### src/rtl/bcd_calendar.sv
module bcd_calendar (
  input  logic       clk,
  input  logic       rst_n,
  input  logic       tick,
  input  logic       wr_en,
  input  logic [2:0] wr_sel,
  input  logic [7:0] wr_data,
  output logic [7:0] sec_o,
  output logic [7:0] min_o,
  output logic [7:0] hour_o,
  output logic [7:0] wday_o,
  output logic [7:0] mday_o,
  output logic [7:0] mon_o,
  output logic [7:0] year_o,
  output logic [7:0] ctrl_o
);

  logic [7:0] sec_q, min_q, hour_q, wday_q, mday_q, mon_q, year_q, ctrl_q;

  function automatic logic [7:0] bcd_inc(input logic [7:0] v);
    bcd_inc = (v[3:0] >= 4'd9) ? {v[7:4] + 4'd1, 4'd0} : v + 8'd1;
  endfunction

  logic step;
  assign step = tick & ~ctrl_q[7] & ~wr_en;

  logic sec_last, min_last, hour_last, mday_last, mon_last;
  assign sec_last = (sec_q == 8'h59);
  assign min_last = (min_q == 8'h59);
  assign mon_last = (mon_q == 8'h12);

  logic hr12, pm;
  logic [4:0] h12;
  logic [7:0] hour_nx;
  assign hr12 = hour_q[6];
  assign pm   = hour_q[5];
  assign h12  = hour_q[4:0];

  always_comb begin
    if (!hr12) begin
      hour_last = (hour_q[5:0] == 6'h23);
      hour_nx   = hour_last ? 8'h00 : {2'b00, bcd_inc({2'b00, hour_q[5:0]})[5:0]};
    end else begin
      hour_last = pm && (h12 == 5'h11);
      if (h12 == 5'h12)      hour_nx = {2'b01, pm, 5'h01};
      else if (h12 == 5'h11) hour_nx = {2'b01, ~pm, 5'h12};
      else                   hour_nx = {2'b01, pm, bcd_inc({3'b000, h12})[4:0]};
    end
  end

  logic leap;
  logic [7:0] mlen;
  assign leap = year_q[4] ? (year_q[3:0] == 4'd2 || year_q[3:0] == 4'd6)
                          : (year_q[3:0] == 4'd0 || year_q[3:0] == 4'd4 ||
                             year_q[3:0] == 4'd8);

  always_comb begin
    case (mon_q)
      8'h02:                      mlen = leap ? 8'h29 : 8'h28;
      8'h04, 8'h06, 8'h09, 8'h11: mlen = 8'h30;
      default:                    mlen = 8'h31;
    endcase
  end
  assign mday_last = (mday_q == mlen);

  logic c_min, c_hour, c_day, c_mon, c_year;
  assign c_min  = step & sec_last;
  assign c_hour = c_min & min_last;
  assign c_day  = c_hour & hour_last;
  assign c_mon  = c_day & mday_last;
  assign c_year = c_mon & mon_last;

  always_ff @(posedge clk or negedge rst_n) begin
    if (!rst_n) begin
      sec_q  <= 8'h00;
      min_q  <= 8'h00;
      hour_q <= 8'h00;
      wday_q <= 8'h01;
      mday_q <= 8'h01;
      mon_q  <= 8'h01;
      year_q <= 8'h00;
      ctrl_q <= 8'h00;
    end else if (wr_en) begin
      case (wr_sel)
        3'd0: sec_q  <= wr_data;
        3'd1: min_q  <= wr_data;
        3'd2: hour_q <= wr_data;
        3'd3: wday_q <= wr_data;
        3'd4: mday_q <= wr_data;
        3'd5: mon_q  <= wr_data;
        3'd6: year_q <= wr_data;
        default: ctrl_q <= wr_data;
      endcase
    end else begin
      if (step)   sec_q  <= sec_last ? 8'h00 : bcd_inc(sec_q);
      if (c_min)  min_q  <= min_last ? 8'h00 : bcd_inc(min_q);
      if (c_hour) hour_q <= hour_nx;
      if (c_day) begin
        wday_q <= (wday_q >= 8'h07) ? 8'h01 : wday_q + 8'h01;
        mday_q <= mday_last ? 8'h01 : bcd_inc(mday_q);
      end
      if (c_mon)  mon_q  <= mon_last ? 8'h01 : bcd_inc(mon_q);
      if (c_year) year_q <= (year_q == 8'h99) ? 8'h00 : bcd_inc(year_q);
    end
  end

  assign sec_o  = sec_q;
  assign min_o  = min_q;
  assign hour_o = hour_q;
  assign wday_o = wday_q;
  assign mday_o = mday_q;
  assign mon_o  = mon_q;
  assign year_o = year_q;
  assign ctrl_o = ctrl_q;

  assert_tick_adv_R2: assert property (@(posedge clk) disable iff (!rst_n)
    (tick && !ctrl_o[7] && !wr_en) |=> (sec_o != $past(sec_o)));

  assert_halt_hold_R9: assert property (@(posedge clk) disable iff (!rst_n)
    (ctrl_o[7] && !wr_en) |=> ($stable(sec_o) && $stable(min_o) && $stable(hour_o)
                               && $stable(mday_o) && $stable(mon_o) && $stable(year_o)));

  assert_write_load_R10: assert property (@(posedge clk) disable iff (!rst_n)
    (wr_en && wr_sel == 3'd2) |=> (hour_o == $past(wr_data)));

  assert_write_keeps_sec_R10: assert property (@(posedge clk) disable iff (!rst_n)
    (wr_en && wr_sel != 3'd0) |=> $stable(sec_o));

  assert_mode_keep_R4: assert property (@(posedge clk) disable iff (!rst_n)
    !(wr_en && wr_sel == 3'd2) |=> (hour_o[6] == $past(hour_o[6])));

endmodule

### config.mk
export PLATFORM = sky130hd
export DESIGN_NAME = bcd_calendar
export DESIGN_NICKNAME = d
export VERILOG_FILES = /design/src/rtl/bcd_calendar.sv
export SDC_FILE = /design/constraint.sdc
export NUM_CORES = 1
export LEC_CHECK = 0
export CORE_MARGIN = 2
export CORE_UTILIZATION = 40
export DETAILED_ROUTE_END_ITERATION = 6
export PLACE_DENSITY = 0.74
export REMOVE_ABC_BUFFERS = 1
export SLEW_MARGIN = 20
export SYNTH_ARGS = -nofsm -noshare
export SYNTH_HDL_FRONTEND = slang
export SYNTH_SLANG_ARGS = --single-unit
### constraint.sdc
create_clock -name clk -period 8 [get_ports clk]
set_clock_uncertainty 0.15 [all_clocks]
set_input_delay 1.6 -clock clk [delete_from_list [all_inputs] [get_ports clk]]
set_output_delay 1.6 -clock clk [all_outputs]
set_load 0.05 [all_outputs]
== After elaboration in Yosys (flattened, before gate mapping) ==
Index checks and enable logic that the tools add are counted.
Cells by class
  equality and inequality tests: 32
  reductions and logical operators: 23
  order comparisons: 7
  muxes and demuxes: 42
  $add $sub $neg: 15
  bitwise logic cells: 11
Operator list (number)
  $mux W8: 32
  $add A8 B1 Y8 const B: 6
  $ge A4 B4 Y1 const B: 6
  $mux W6: 4
  $add A4 B1 Y4 const B: 5
  $eq A8 B3 Y1 const B: 2
  $eq A8 B5 Y1 const B: 2
  $eq A8 B7 Y1 const B: 2
  $reduce_and A2 Y1: 8
  $ne A2 B1 Y1 const B: 7
  $reduce_bool A2 Y1: 6
  $eq A5 B5 Y1 const B: 2
  $pmux W5 S2: 1
  $eq A3 B3 Y1 const B: 3
  $eq A4 B3 Y1 const B: 2
  $eq A8 B2 Y1 const B: 1
  $eq A8 B4 Y1 const B: 1
  $eq A8 B8 Y1: 1
  $eq A8 B8 Y1 const B: 1
  $ge A8 B3 Y1 const B: 1
  $and A1 B1 Y1: 7
  $mux W7: 1
  $reduce_or A7 Y1: 1
  $add A6 B1 Y6 const B: 1
  other kinds (19): 27
Storage, ports and cells
  output and inout bits: 64
  bits in registers: 64
  input port bits: 15
  word-level logic and storage cells: 139

== Logic depth before layout (Yosys ltp) ==
  word-level depth: 11
  depth in mapped cells: 12
  depth with buffers taken out: 9

== Least setup slack after synthesis ==
No wires, ideal clock.
  kind: input port to flip-flop
  start: input port wr_en
  end: register year_q[0] (netlist: year_o[0])
  stages on the path: 9
  library setup time: 0.125 ns
  arrival time: 3.352 ns
  path buffers: 2
  path slack: 4.373 ns
  data required time: 7.725 ns
  cells stage by stage: or3b_4 -> nor4_4 -> nand2_2 -> nor2_1 -> and4_1 -> buf_6 -> or2_1 -> buf_6 -> mux2_4
On the way
  longest elaborated chain between the ends: 9
  elaborated cells on any way between the ends: 11
  those cells by class: eq/ne (1); mux (1); bitwise (7); reduce/logical (2)
RTL lines
  from (decl): RTL line 5  | input logic wr_en,
  $not A1 Y1: RTL line 25  | assign step = tick & ~ctrl_q[7] & ~wr_en;
  $and A1 B1 Y1: RTL line 25
  $and A1 B1 Y1: RTL line 67  | assign c_min = step & sec_last;
  $and A1 B1 Y1: RTL line 68  | assign c_hour = c_min & min_last;
  $and A1 B1 Y1: RTL line 69  | assign c_day = c_hour & hour_last;
  $and A1 B1 Y1: RTL line 70  | assign c_mon = c_day & mday_last;
  $and A1 B1 Y1: RTL line 71  | assign c_year = c_mon & mon_last;
  $reduce_bool A2 Y1 (no source line)
  $reduce_and A2 Y1 (no source line)
  to (signal assigned): RTL line 91  | 3'd6: year_q <= wr_data;
  to (signal assigned): RTL line 103  | if (c_year) year_q <= (year_q == 8'h99) ? 8'h00 : bcd_inc(year_q);
  to (decl): RTL line 18  | logic [7:0] sec_q, min_q, hour_q, wday_q, mday_q, mon_q, year_q, ctrl_q;
Several ways; a longest one is shown, not always the timed one.
A chain may end at the register's enable or synchronous reset.

== Worst setup path in the final report ==
Same ends and word-level chain as after synthesis.

==> summary.txt <==
Clock tree
  • Count of hold-fix buffers inserted at cts: 0
  • Total clock buffers created by CTS: 9
  • Clock-pin slew reported for the worst setup and hold paths after clock tree synthesis: 80 ps
  • CTS Root Cell: clkbuf_8
  • CTS tree: done
  • Resized Gates After CTS: 0
  • Clock tree sinks: 64
  • Insertion delay of the later-clocked pin in the worst-skew pair: 350 ps
  • Setup Buffers After CTS: 0
  • Max clock buf depth: 2
  • Htree depth: 3

Run status
  • Status: complete, no violations

Synth
  • Fraction of registers with async set/reset: 100%
  • Synth warn: 0
  • Top FF cell, synth: dfrtp_1
  • Synthesized area: 0.00435 mm2
  • Yosys reg bits: 64
  • Cell taking the most area after synthesis: dfrtp_1
  • Yosys top cell area share: a little over a third
  • Number of cells produced by synthesis: 497
  • Count of flip-flops with a built-in enable after synthesis: 0
  • Unique masters post-synth: 76
  • Avg Inst Size Synth: 8.74 um2
  • Cells taking the most area after synthesis: dfrtp_1 35%, ha_1 9.8%, o21ai_0 5.8%
  • Portion of the post-synthesis area used by sequential elements: 36.9%

Placement
  • Buffers added on ports: 78
  • Post-placement cell count: 703
  • GP Congestion: 0.970
  • Post-Place Worst Slack: 3180 ps
  • Placed wire-length estimate: 9080 um

Worst hold path
  • Kind of path behind the tightest hold check: flop to flop

Global routing
  • Wire length of the first global-routing pass: approximately 20,000 um
  • Maximum number of pins on one net before global-route repair: 65
  • Vias in the first global route: 3,984
  • Grt total ovfl: 0
  • Initial antenna violation count: 0
  • GRT Resource Usage Total: 22.2%

Pwr
  • Switching Share: 48.3%
  • Internal power summed over all cells: 0.871 mW
  • Part of the total power dissipated in combinational logic: between 50% and 60%
  • Worst voltage drop across the vdd grid: 0.270 mV
  • Power share of the sequential group: 32.4%
  • Sw Pwr: between 0.8 and 0.9 mW
  • Clk pwr share: between 15 and 20%
  • Leakage power summed over all cells: between 2 and 2.5 nW
  • P per Cell Area: just over 300 mW/mm2

Timing
  • Rel. slew slack: between 30% and 40%
  • Least setup slack across all paths after layout: 3480 ps
  • Hold slack: 338 ps
  • Peak Freq: 221 MHz
  • Final min period: 4520 ps
  • Final setup violation count: 0
  • Count of pins over their slew limit: 0
  • Share of the clock period used by the worst path: 56.5%
  • Unrepaired setup endpoints after global routing: no
  • Accumulated negative setup slack: 0 ps
  • Endpoints failing hold: 0
  • Transition time at the pin with the least slew margin: approximately 930 ps

Cells and area
  • Layout-stage area growth over the synthesis result: 25.4%
  • Number of antenna repair diodes: 0
  • Final net count: 623
  • Proportion of layout cells with a drive suffix above 1: under 10%
  • Non-filler cells in the finished layout: 719
  • Fill count: 983
  • Final cell utilization of the core: 50.9%

Critical path
  • Critical path's slowest cell: clkdlybuf4s50_1
  • Delay of the slowest cell on the worst path: 760 ps
  • Data arrival time of the worst path: 4610 ps
  • Kind of critical path: input pin to flop
  • Kind of launch point of the worst setup path: input pin
  • Cell-by-cell trace of the critical path: clkdlybuf4s50_1, or3b_4, nor4_4, nand2_2, nor2_1, and4_1, or2_1, mux2_4
  • Maximum fanout encountered on the critical timing path: 19
  • Setup crit end kind: flop
  • Endpoint required time on the critical path: 8080 ps

Job
  • Max-capacitance violation count: 0

Routing
  • Post-detailed-routing wire length: 12,600 um
  • Count of antenna-violating nets left after detailed routing: 0
  • First DRT Iteration DRCs: between 200 and 300
  • Total DRC errors in the routed layout: 0
  • Post-detailed-route via-to-cell ratio: ~6
  • Wire length per cell after detailed routing: 17.6 um
  • First-pass detailed-route iteration total: 5
  • Total via count in the routed design: around 4,300

Floorplanning
  • Total I/O pin count: 79
  • Die X: 108 um
  • Core Footprint: 0.0107 mm2
  • Count of standard-cell rows: 38
  • Area enclosed by the die boundary: 0.0117 mm2
  • Starting Density: about 40%
  • Height of the die: ~110 um
==> cells in the mapped netlist, drive strengths merged (4+ instances only) <==
cell and count:
dfrtp 61, nand2 53, o21ai 50, nor2 45, inv 35, a21oi 34, ha 34, nand3 17
mux2 13, a31oi 10, clkbuf 10, a22o 9, o31a 9, and2 7, nor3 7, o31ai 7
nand4 6, nand2b 5, o22ai 5, or2 5, or3 5, and3 4, buf 4
==> power by group through the flow <==
stage	registers [mW]	clock network (mW)	logic (mW)
floorplan	0.806	0	0.287
global placement	0.542	0	0.823
detailed placement	0.547	0	0.842
CTS	0.543	0.297	0.846
global route	0.563	0.315	0.904
finish	0.547	0.295	0.844
==> worst max-delay path, delay by kind of cell <==
| kind | cells | cell delay, ps |
|---|---|---|
| simple gates | 6 | 1910 |
| buf+inv | 1 | 760 |
| mux | 1 | 330 |
==> flip-flops by register name, summed over array words and instances, names as in the netlist <==
name / cells
year_o: 8
hour_o: 8
min_o: 8
sec_o: 8
mon_o: 8
mday_o: 8
ctrl_o: 8
wday_o: 8
==> worst paths after layout <==
kind                            cells past startpoint  startpoint  slack [ps]         to
worst min-delay path                                2   ctrl_o[3]         340  ctrl_o[3]
worst max register to register                      9    mon_o[0]        4860  year_o[0]
worst min register to register                      2   ctrl_o[3]         340  ctrl_o[3]
worst max-delay path                                8       wr_en        3480  year_o[0]
min in group asynchronous                           2       rst_n        1280  ctrl_o[6]
max in group asynchronous                           2       rst_n        5840   sec_o[6]
==> area by class of cell <==
type | instances | area (um2) | area share, %
clock buffers | 11 | 151 | 2.78
well taps | 140 | 175 | 3.21
repair buffers | 80 | 791 | 14.5
inverters | 35 | 131 | 2.41
multi-input cells | 384 | 2540 | 46.6
clock inverters | 5 | 55.1 | 1.01
flip-flops and latches | 64 | 1610 | 29.5
==> metal layers <==
metal / vias up / share of wire, % / track usage (%)
li1: 1959 / - / -
met1: 2054 / 43 / 30.4
met2: 218 / 47 / 35.5
met3: 31 / 8.4 / 4.40
met4: 0 / 2.0 / 6.87
met5: - / 0 / 0
==> metrics by stage <==
stage	cell area (um2)	power, mW
5_1_grt	5450	1.78
3_3_place_gp	5240	1.36
2_1_floorplan	4280	1.09
4_1_cts	5450	1.69
3_5_place_dp	5240	1.39
6_report	5450	1.69
==> logic make-up (layout without fill, tap and decap cells) <==
kind of cell	after synthesis	after routing	synth area share (%)
AOI/OAI and AO/OA	157	157	23.4
xor gates and xnor gates	3	3	0.605
adders and majority gates	34	34	9.79
buffers and inverters	49	131	4.61
DFF	64	64	36.9
muxes	16	16	4.15
and+or+nand+nor	174	174	20.5
==> cell usage in the layout (no fill, tap or decap), types with 4 or more instances in the layout <==
| master | n |
|---|---|
| clkdlybuf4s50_1 | 77 |
| nand2_1 | 52 |
| nor3_1 | 7 |
| dfrtp_1 | 61 |
| o31ai_1 | 7 |
| a31oi_1 | 10 |
| and2_1 | 7 |
| a22o_1 | 6 |
| o22ai_1 | 4 |
| ha_1 | 34 |
| or3_1 | 4 |
| clkbuf_8 | 11 |
| o31a_1 | 8 |
| mux2_2 | 12 |
| inv_1 | 35 |
| nand4_1 | 6 |
| nor2_1 | 45 |
| o21ai_0 | 50 |
| nand3_1 | 17 |
| a21oi_1 | 33 |
| nand2b_1 | 5 |
No activity file was read; power rests on OpenSTA's default activity.
